File: src/rtl/spi_burst_pkg.sv
package spi_burst_pkg;

  localparam int unsigned BYTE_W = 8;
  localparam int unsigned IDX_W  = $clog2(BYTE_W);
  localparam int unsigned PH_W   = IDX_W + 1;

  // word addresses of the register port
  localparam logic [3:0] A_CTL  = 4'd0;
  localparam logic [3:0] A_IEN  = 4'd1;
  localparam logic [3:0] A_STA  = 4'd2;
  localparam logic [3:0] A_FCTL = 4'd3;
  localparam logic [3:0] A_FSTA = 4'd4;
  localparam logic [3:0] A_BLEN = 4'd5;
  localparam logic [3:0] A_TLEN = 4'd6;
  localparam logic [3:0] A_SLEN = 4'd7;
  localparam logic [3:0] A_TXD  = 4'd8;
  localparam logic [3:0] A_RXD  = 4'd9;

  // control word bit positions
  localparam int unsigned B_CPHA  = 0;
  localparam int unsigned B_CPOL  = 1;
  localparam int unsigned B_ACTHI = 2;
  localparam int unsigned B_CSIDX = 4;
  localparam int unsigned B_CSMAN = 6;
  localparam int unsigned B_CSLVL = 7;
  localparam int unsigned B_DISC  = 8;
  localparam int unsigned B_LSB   = 12;
  localparam int unsigned B_GO    = 31;

  // status / enable bits and FIFO control bits
  localparam int unsigned B_OVF   = 8;
  localparam int unsigned B_DONE  = 12;
  localparam int unsigned B_RXRST = 15;
  localparam int unsigned B_TXRST = 31;
  localparam int unsigned B_TXFIL = 16;

  typedef enum logic [2:0] {
    ST_IDLE, ST_LOAD, ST_RUN, ST_FIN, ST_DONE
  } eng_state_t;

  // position on the byte of the idx-th bit on the wire
  function automatic logic [IDX_W-1:0] wire_bit(input logic lsb_first,
                                                input logic [IDX_W-1:0] idx);
    return lsb_first ? idx : IDX_W'(BYTE_W - 1) - idx;
  endfunction

endpackage

File: src/rtl/spi_byte_fifo.sv
module spi_byte_fifo #(
  parameter int unsigned DEPTH = 128,
  parameter int unsigned W     = 8
) (
  input  logic                         clk,
  input  logic                         rst_n,
  input  logic                         flush,
  input  logic                         push,
  input  logic [W-1:0]                 wdata,
  input  logic                         pop,
  output logic [W-1:0]                 rdata,
  output logic                         full,
  output logic                         empty,
  output logic [$clog2(DEPTH+1)-1:0]   count
);
  localparam int unsigned AW = $clog2(DEPTH);
  localparam int unsigned CW = $clog2(DEPTH + 1);

  logic [W-1:0]  mem [DEPTH];
  logic [AW-1:0] wp, rp;
  logic [CW-1:0] cnt;
  logic          do_push, do_pop;

  function automatic logic [AW-1:0] ptr_next(input logic [AW-1:0] p);
    return (p == AW'(DEPTH - 1)) ? '0 : p + AW'(1);
  endfunction

  assign full    = (cnt == CW'(DEPTH));
  assign empty   = (cnt == '0);
  assign do_push = push && !full;
  assign do_pop  = pop && !empty;
  assign rdata   = mem[rp];
  assign count   = cnt;

  always_ff @(posedge clk) begin
    if (do_push) mem[wp] <= wdata;
  end

  always_ff @(posedge clk or negedge rst_n) begin
    if (!rst_n) begin
      wp  <= '0;
      rp  <= '0;
      cnt <= '0;
    end else if (flush) begin
      wp  <= '0;
      rp  <= '0;
      cnt <= '0;
    end else begin
      if (do_push) wp <= ptr_next(wp);
      if (do_pop)  rp <= ptr_next(rp);
      cnt <= cnt + CW'(do_push) - CW'(do_pop);
    end
  end


  fifo_flush_chk: assert property (@(posedge clk) disable iff (!rst_n)
    flush |=> (count == '0));


  no_overflow_chk: assert property (@(posedge clk) disable iff (!rst_n)
    count <= CW'(DEPTH));

endmodule

File: src/rtl/spi_shift_engine.sv
module spi_shift_engine
  import spi_burst_pkg::*;
#(
  parameter int unsigned CNT_W = 24
) (
  input  logic              clk,
  input  logic              rst_n,
  input  logic              start,
  input  logic              cpol,
  input  logic              cpha,
  input  logic              lsb_first,
  input  logic              discard,
  input  logic [CNT_W-1:0]  burst_len,
  input  logic [CNT_W-1:0]  tx_len,
  input  logic              tick,
  input  logic              tx_empty,
  input  logic [BYTE_W-1:0] tx_data,
  output logic              tx_pop,
  input  logic              rx_full,
  output logic              rx_push,
  output logic [BYTE_W-1:0] rx_data,
  input  logic              miso_i,
  output logic              sck_o,
  output logic              mosi_o,
  output logic              busy,
  output logic              burst_done,
  output logic              ovf_evt
);
  localparam logic [PH_W-1:0] LAST_PH = PH_W'(2 * BYTE_W - 1);

  eng_state_t        state;
  logic [CNT_W-1:0]  byte_cnt, tx_taken;
  logic [BYTE_W-1:0] txb, rxb, next_byte;
  logic [PH_W-1:0]   phase;
  logic [IDX_W-1:0]  cur_bit, drive_idx;
  logic              sck_act, mosi_r;
  logic              need_tx, load_ok, lead, trail, sample, drive, last_ph;

  // named internal events
  assign need_tx   = tx_taken < tx_len;
  assign load_ok   = (state == ST_LOAD) && (!need_tx || !tx_empty);
  assign tx_pop    = load_ok && need_tx;
  assign next_byte = need_tx ? tx_data : '0;
  assign cur_bit   = phase[PH_W-1:1];
  assign lead      = (state == ST_RUN) && tick && !phase[0];
  assign trail     = (state == ST_RUN) && tick && phase[0];
  assign last_ph   = trail && (phase == LAST_PH);
  assign sample    = cpha ? trail : lead;
  assign drive     = cpha ? lead : (trail && !last_ph);
  assign drive_idx = cpha ? cur_bit : cur_bit + IDX_W'(1);

  assign rx_push    = (state == ST_FIN) && !discard && !rx_full;
  assign ovf_evt    = (state == ST_FIN) && !discard && rx_full;
  assign rx_data    = rxb;
  assign burst_done = (state == ST_DONE);
  assign busy       = (state != ST_IDLE);
  assign sck_o      = cpol ^ sck_act;
  assign mosi_o     = mosi_r;

  always_ff @(posedge clk or negedge rst_n) begin
    if (!rst_n) begin
      state    <= ST_IDLE;
      byte_cnt <= '0;
      tx_taken <= '0;
      txb      <= '0;
      rxb      <= '0;
      phase    <= '0;
      sck_act  <= 1'b0;
      mosi_r   <= 1'b0;
    end else begin
      unique case (state)
        ST_IDLE: if (start) begin
          byte_cnt <= '0;
          tx_taken <= '0;
          state    <= (burst_len == '0) ? ST_DONE : ST_LOAD;
        end
        ST_LOAD: if (load_ok) begin
          txb     <= next_byte;
          rxb     <= '0;
          phase   <= '0;
          sck_act <= 1'b0;
          if (need_tx) tx_taken <= tx_taken + CNT_W'(1);
          if (!cpha) mosi_r <= next_byte[wire_bit(lsb_first, '0)];
          state   <= ST_RUN;
        end
        ST_RUN: if (tick) begin
          sck_act <= ~sck_act;
          phase   <= phase + PH_W'(1);
          if (sample) rxb[wire_bit(lsb_first, cur_bit)] <= miso_i;
          if (drive)  mosi_r <= txb[wire_bit(lsb_first, drive_idx)];
          if (last_ph) state <= ST_FIN;
        end
        ST_FIN: begin
          byte_cnt <= byte_cnt + CNT_W'(1);
          state    <= (byte_cnt + CNT_W'(1) == burst_len) ? ST_DONE : ST_LOAD;
        end
        ST_DONE: begin
          mosi_r <= 1'b0;
          state  <= ST_IDLE;
        end
        default: state <= ST_IDLE;
      endcase
    end
  end


  sck_idle_chk: assert property (@(posedge clk) disable iff (!rst_n)
    !busy |-> (sck_o == cpol));


  mosi_hold_chk: assert property (@(posedge clk) disable iff (!rst_n)
    (state == ST_RUN && !tick) |=> $stable(mosi_o));


  tx_budget_chk: assert property (@(posedge clk) disable iff (!rst_n)
    burst_done |-> (tx_taken <= tx_len));


  burst_len_chk: assert property (@(posedge clk) disable iff (!rst_n)
    burst_done |-> (byte_cnt == burst_len));

endmodule

File: src/rtl/spi_cs_drive.sv
module spi_cs_drive #(
  parameter int unsigned NUM_CS = 4,
  parameter int unsigned CS_W   = $clog2(NUM_CS)
) (
  input  logic              clk,
  input  logic              rst_n,
  input  logic              busy,
  input  logic              manual,
  input  logic              man_level,
  input  logic              act_high,
  input  logic [CS_W-1:0]   idx,
  output logic [NUM_CS-1:0] cs_o
);
  for (genvar i = 0; i < NUM_CS; i++) begin : g_line
    logic chosen;
    assign chosen  = (idx == CS_W'(i));
    assign cs_o[i] = !chosen ? ~act_high :
                     manual  ? man_level :
                     busy    ? act_high  : ~act_high;
  end


  cs_onehot_chk: assert property (@(posedge clk) disable iff (!rst_n)
    $onehot0(cs_o ^ {NUM_CS{~act_high}}));

endmodule

File: src/rtl/spi_burst_master.sv
module spi_burst_master
  import spi_burst_pkg::*;
#(
  parameter int unsigned FIFO_DEPTH = 128,
  parameter int unsigned CNT_W      = 24,
  parameter int unsigned NUM_CS     = 4,
  parameter int unsigned ADDR_W     = 4,
  parameter int unsigned DATA_W     = 32
) (
  input  logic              clk,
  input  logic              rst_n,
  input  logic              reg_we,
  input  logic              reg_re,
  input  logic [ADDR_W-1:0] reg_addr,
  input  logic [DATA_W-1:0] reg_wdata,
  output logic [DATA_W-1:0] reg_rdata,
  input  logic              sck_tick,
  input  logic              miso_i,
  output logic              sck_o,
  output logic              mosi_o,
  output logic [NUM_CS-1:0] cs_o,
  output logic              irq_o
);
  localparam int unsigned FILL_W = $clog2(FIFO_DEPTH + 1);
  localparam int unsigned CS_W   = $clog2(NUM_CS);

  // control fields
  logic cpha, cpol, act_high, cs_man, cs_lvl, discard, lsb_first;
  logic [CS_W-1:0]  cs_idx;
  logic             ien_ovf, ien_done, stat_ovf, stat_done;
  logic [CNT_W-1:0] burst_len, tx_len, single_len;

  // named strobes
  logic wr_ctl, wr_sta, wr_fctl, start_req, tx_flush, rx_flush, tx_push, rx_pop;
  logic busy, burst_done, ovf_evt;
  logic tx_pop, tx_full, tx_empty, rx_push, rx_full, rx_empty;
  logic [BYTE_W-1:0] tx_head, rx_head, rx_byte;
  logic [FILL_W-1:0] tx_cnt, rx_cnt;
  logic unused_wbits;

  assign wr_ctl    = reg_we && (reg_addr == A_CTL);
  assign wr_sta    = reg_we && (reg_addr == A_STA);
  assign wr_fctl   = reg_we && (reg_addr == A_FCTL);
  assign start_req = wr_ctl && reg_wdata[B_GO] && !busy;
  assign tx_flush  = wr_fctl && reg_wdata[B_TXRST];
  assign rx_flush  = wr_fctl && reg_wdata[B_RXRST];
  assign tx_push   = reg_we && (reg_addr == A_TXD);
  assign rx_pop    = reg_re && (reg_addr == A_RXD);
  assign unused_wbits = ^reg_wdata[30:CNT_W];

  always_ff @(posedge clk or negedge rst_n) begin
    if (!rst_n) begin
      {cpha, cpol, act_high, cs_man, cs_lvl, discard, lsb_first} <= '0;
      cs_idx     <= '0;
      ien_ovf    <= 1'b0;
      ien_done   <= 1'b0;
      stat_ovf   <= 1'b0;
      stat_done  <= 1'b0;
      burst_len  <= '0;
      tx_len     <= '0;
      single_len <= '0;
    end else begin
      if (wr_ctl) begin
        cpha      <= reg_wdata[B_CPHA];
        cpol      <= reg_wdata[B_CPOL];
        act_high  <= reg_wdata[B_ACTHI];
        cs_idx    <= reg_wdata[B_CSIDX +: CS_W];
        cs_man    <= reg_wdata[B_CSMAN];
        cs_lvl    <= reg_wdata[B_CSLVL];
        discard   <= reg_wdata[B_DISC];
        lsb_first <= reg_wdata[B_LSB];
      end
      if (reg_we && reg_addr == A_IEN) begin
        ien_ovf  <= reg_wdata[B_OVF];
        ien_done <= reg_wdata[B_DONE];
      end
      if (reg_we && reg_addr == A_BLEN) burst_len  <= reg_wdata[CNT_W-1:0];
      if (reg_we && reg_addr == A_TLEN) tx_len     <= reg_wdata[CNT_W-1:0];
      if (reg_we && reg_addr == A_SLEN) single_len <= reg_wdata[CNT_W-1:0];
      // a new event wins over a clear in the same cycle
      stat_done <= (stat_done && !(wr_sta && reg_wdata[B_DONE])) || burst_done;
      stat_ovf  <= (stat_ovf  && !(wr_sta && reg_wdata[B_OVF]))  || ovf_evt;
    end
  end

  assign irq_o = (stat_done && ien_done) || (stat_ovf && ien_ovf);

  always_comb begin
    reg_rdata = '0;
    unique case (reg_addr)
      A_CTL: begin
        reg_rdata[B_CPHA]            = cpha;
        reg_rdata[B_CPOL]            = cpol;
        reg_rdata[B_ACTHI]           = act_high;
        reg_rdata[B_CSIDX +: CS_W]   = cs_idx;
        reg_rdata[B_CSMAN]           = cs_man;
        reg_rdata[B_CSLVL]           = cs_lvl;
        reg_rdata[B_DISC]            = discard;
        reg_rdata[B_LSB]             = lsb_first;
        reg_rdata[B_GO]              = busy;
      end
      A_IEN: begin
        reg_rdata[B_OVF]  = ien_ovf;
        reg_rdata[B_DONE] = ien_done;
      end
      A_STA: begin
        reg_rdata[B_OVF]  = stat_ovf;
        reg_rdata[B_DONE] = stat_done;
      end
      A_FSTA: begin
        reg_rdata[FILL_W-1:0]       = rx_cnt;
        reg_rdata[B_TXFIL +: FILL_W] = tx_cnt;
      end
      A_BLEN:  reg_rdata[CNT_W-1:0]  = burst_len;
      A_TLEN:  reg_rdata[CNT_W-1:0]  = tx_len;
      A_SLEN:  reg_rdata[CNT_W-1:0]  = single_len;
      A_RXD:   reg_rdata[BYTE_W-1:0] = rx_empty ? '0 : rx_head;
      default: reg_rdata = '0;
    endcase
  end

  spi_byte_fifo #(.DEPTH(FIFO_DEPTH), .W(BYTE_W)) u_tx_fifo (
    .clk(clk), .rst_n(rst_n), .flush(tx_flush),
    .push(tx_push), .wdata(reg_wdata[BYTE_W-1:0]),
    .pop(tx_pop), .rdata(tx_head),
    .full(tx_full), .empty(tx_empty), .count(tx_cnt)
  );

  spi_byte_fifo #(.DEPTH(FIFO_DEPTH), .W(BYTE_W)) u_rx_fifo (
    .clk(clk), .rst_n(rst_n), .flush(rx_flush),
    .push(rx_push), .wdata(rx_byte),
    .pop(rx_pop), .rdata(rx_head),
    .full(rx_full), .empty(rx_empty), .count(rx_cnt)
  );

  spi_shift_engine #(.CNT_W(CNT_W)) u_engine (
    .clk(clk), .rst_n(rst_n), .start(start_req),
    .cpol(cpol), .cpha(cpha), .lsb_first(lsb_first), .discard(discard),
    .burst_len(burst_len), .tx_len(tx_len), .tick(sck_tick),
    .tx_empty(tx_empty), .tx_data(tx_head), .tx_pop(tx_pop),
    .rx_full(rx_full), .rx_push(rx_push), .rx_data(rx_byte),
    .miso_i(miso_i), .sck_o(sck_o), .mosi_o(mosi_o),
    .busy(busy), .burst_done(burst_done), .ovf_evt(ovf_evt)
  );

  spi_cs_drive #(.NUM_CS(NUM_CS), .CS_W(CS_W)) u_cs (
    .clk(clk), .rst_n(rst_n), .busy(busy), .manual(cs_man),
    .man_level(cs_lvl), .act_high(act_high), .idx(cs_idx), .cs_o(cs_o)
  );


  done_flag_chk: assert property (@(posedge clk) disable iff (!rst_n)
    burst_done |=> stat_done);


  ovf_flag_chk: assert property (@(posedge clk) disable iff (!rst_n)
    ovf_evt |=> stat_ovf);


  start_busy_chk: assert property (@(posedge clk) disable iff (!rst_n)
    start_req |=> busy);


  tx_full_chk: assert property (@(posedge clk) disable iff (!rst_n)
    (tx_full && !tx_pop && !tx_flush) |=> tx_full);

endmodule

File: config.mk
export PLATFORM = sky130hd
export DESIGN_NAME = spi_burst_master
export DESIGN_NICKNAME = d
export VERILOG_FILES = /design/src/rtl/spi_burst_pkg.sv /design/src/rtl/spi_byte_fifo.sv /design/src/rtl/spi_shift_engine.sv /design/src/rtl/spi_cs_drive.sv /design/src/rtl/spi_burst_master.sv
export SDC_FILE = /design/constraint.sdc
export NUM_CORES = 2
export LEC_CHECK = 0
export CAP_MARGIN = 40
export CORE_MARGIN = 2
export CORE_UTILIZATION = 40
export DETAILED_ROUTE_END_ITERATION = 8
export PLACE_DENSITY = 0.56
export SLEW_MARGIN = 20
export SYNTH_ARGS = -nofsm -noshare
export SYNTH_HDL_FRONTEND = slang
export SYNTH_HIERARCHICAL = 1
export SYNTH_SLANG_ARGS = --single-unit
File: constraint.sdc
create_clock -name clk -period 5.4 [get_ports clk]
set_clock_uncertainty 0.05 [all_clocks]
set_input_delay 0.81 -clock clk [delete_from_list [all_inputs] [get_ports clk]]
set_output_delay 0.81 -clock clk [all_outputs]
set_load 0.005 [all_outputs]
==> flow_summary.ini <==
[run_status]
status = finished clean

[timing]
finalSetupViolCount = 0
slew_violations = 0
clock.fmax_ghz = 0.188
rsz0062_at_grt = no
fin_crit_ns = 5.33
finalHoldViolCount = 0
setup_ws_ns = 0.0715
setup-tns-final_ns = 0
period_share = 0.987
slew_headroom = 0.380
tightest_slew_ns = 0.926

[synth]
yosysWarningCount = 6
syn_inst = 5038
post_synth_instance_area_um2 = 91800
avgSynthCellArea_um2 = 18.2

[worst_setup_path]
worstRegToRegCells = 19
crit_type = flop to output pin
crit_path_frequent_cell = buf_12
crit_arrival_ns = 4.47
crit_family = compound AO/OA/AOI/OAI gates
cp.depth = 11
worstPathMaxFanout = 49
cp-end-kind = output pin
cp-start-kind = flop
crit_chain = buf_12 -> buf_12 -> mux4_2 -> a22o_1 -> a221o_1 -> a211oi_4 -> nor2_2 -> buf_4 -> nor4b_1 -> a211o_1 -> clkdlybuf4s50_1
path_buf_inv = 4
slowest_delay_ns = 0.55
cp_slowest_cell = dfrtp_4
cp.required_ns = 4.54

[floorplanning]
start_util = 0.403
rows = 175
ios = 81
coreArea_um2 = 228000
die_h_um = 483
die_area_um2 = 233000
die_w_um = 483

[clocking]
path_clk_slew_ns = 0.06
insertion_delay_ns = 0.90
cts_tree = done
h-tree-depth = 4
ctsRootBufferMaster = clkbuf_16
clock_path_buffers = 3
cts_made_buffers = 227
cts.sinks = 2250

[power]
p_total_uw = 49500
vdd_ir_drop_max_v = 0.000285
powerDensity_nw_per_um2 = 469
p_leak_uw = 0.0345

[global_route]
grt_pass1_wl_um = 347000
grt_max_degree = 109
antenna_found_initial = 11
busiest_layer = met2
use_met3 = 0.0442
grt_pass1_vias = 48900
grt_util_all_layers = 0.202
grt.overflow.total = 0
grt_use_met2 = 0.314
gr-usage-met1 = 0.288

[routing]
drcViolationCount = 0
ant_nets = 0
dr.pass1.iters = 7
drtIter0Drc = 5405
route.vias.total = 49300
routedWlPerCell_um = 28.0
avgViaCountPerCell = 5.74
routed_wl_um = 240000

[finish]
drive_gt1_frac = 0.226
final_common_cell = edfxtp_1
final_cell_mix = edfxtp_1 (2048), mux4_2 (406), nor2_1 (386)
finalNetCount = 5475
syn2layout_area_growth_pct = 15.0

[place]
io_buffers = 66
dpl.hpwl_um = 152000
gp_congestion = 0.893
pre_cts_slack_ns = 0.438

[worst_hold_path]
hold_path_class = primary input to flop
hold_depth = 1

[job]
max_cap_viol_count = 0
sequential cells by signal, indices dropped and copies added, names as in the netlist, 7 cells and up:
register / flops
u_tx_fifo/mem: 1024
u_engine/tx_taken: 24
u_tx_fifo/count: 8
u_rx_fifo/wp: 7
u_tx_fifo/wp: 7
burst_len: 24
single_len: 24
u_tx_fifo/rp: 7
u_rx_fifo/mem: 1024
u_rx_fifo/count: 8
u_engine/rx_data: 8
tx_len: 24
u_rx_fifo/rp: 7
u_engine/txb: 8
u_engine/byte_cnt: 24
report_power, final:
group          switching, uW  leakage [uW]  internal [uW]
combinational           7380       0.00986           5380
sequential               979        0.0210          20000
clock                   6720       0.00365           9070
total                  15100        0.0345          34400
area by class of cell:
class / instances / area (um2)
flip-flops and latches: 2250 / 66600
repair buffers: 394 / 3800
multi-input cells: 2448 / 23600
inverters: 55 / 206
clock buffers: 274 / 5890
well taps: 3009 / 3760
fillers: 19300 / 122000
clock inverters: 151 / 1640
diodes: 2 / 5.00
worst paths after layout:
check,start,to,slack [ns]
worst max-delay path,u_rx_fifo/rp[1]$_DFFE_PN0P_,reg_rdata[1],0.07
worst min-delay path,reg_wdata[6],u_tx_fifo/mem[55][6]$_DFFE_PP_,0.22
worst max register to register,tx_len[15]$_DFFE_PN0P_,u_tx_fifo/count[7]$_DFF_PN0_,0.81
worst min register to register,u_engine/txb[0]$_DFFE_PN0P_,u_engine/txb[0]$_DFFE_PN0P_,0.45
max in group asynchronous,rst_n,u_engine/tx_taken[22]$_DFFE_PN0P_,3.64
min in group asynchronous,rst_n,cs_man$_DFFE_PN0P_,0.51
repair_timing:
action	in CTS	in global routing
endpoints found under the setup margin	8	7
hold endpoints to repair	94	0
buffers inserted	13	7
resized for setup	36	24
gates cloned	1	2
hold buffers	1	0
pin swaps	2	4
routing by layer:
layer | share of wire | wire length, um | up-vias
met2 | 0.47 | 112000 | 1793
met5 | 0.00015 | 35 | -
met3 | 0.077 | 18500 | 357
met4 | 0.027 | 6510 | 6
met1 | 0.43 | 103000 | 26100
li1 | - | - | 21000
per-stage QoR:
| stage | instances | hold slack (ns) | cell area (um2) | util |
|---|---|---|---|---|
| floorplan | 5044 | 0.411 | 91800 | - |
| global placement | 8004 | 0.429 | 96300 | 0.423 |
| detailed placement | 8051 | 0.431 | 96800 | 0.425 |
| CTS | 8491 | 0.157 | 105000 | 0.460 |
| global route | 8582 | 0.188 | 106000 | 0.463 |
| finish | 8583 | 0.216 | 106000 | 0.464 |
Note: power is estimated with default switching activity, not from simulation.
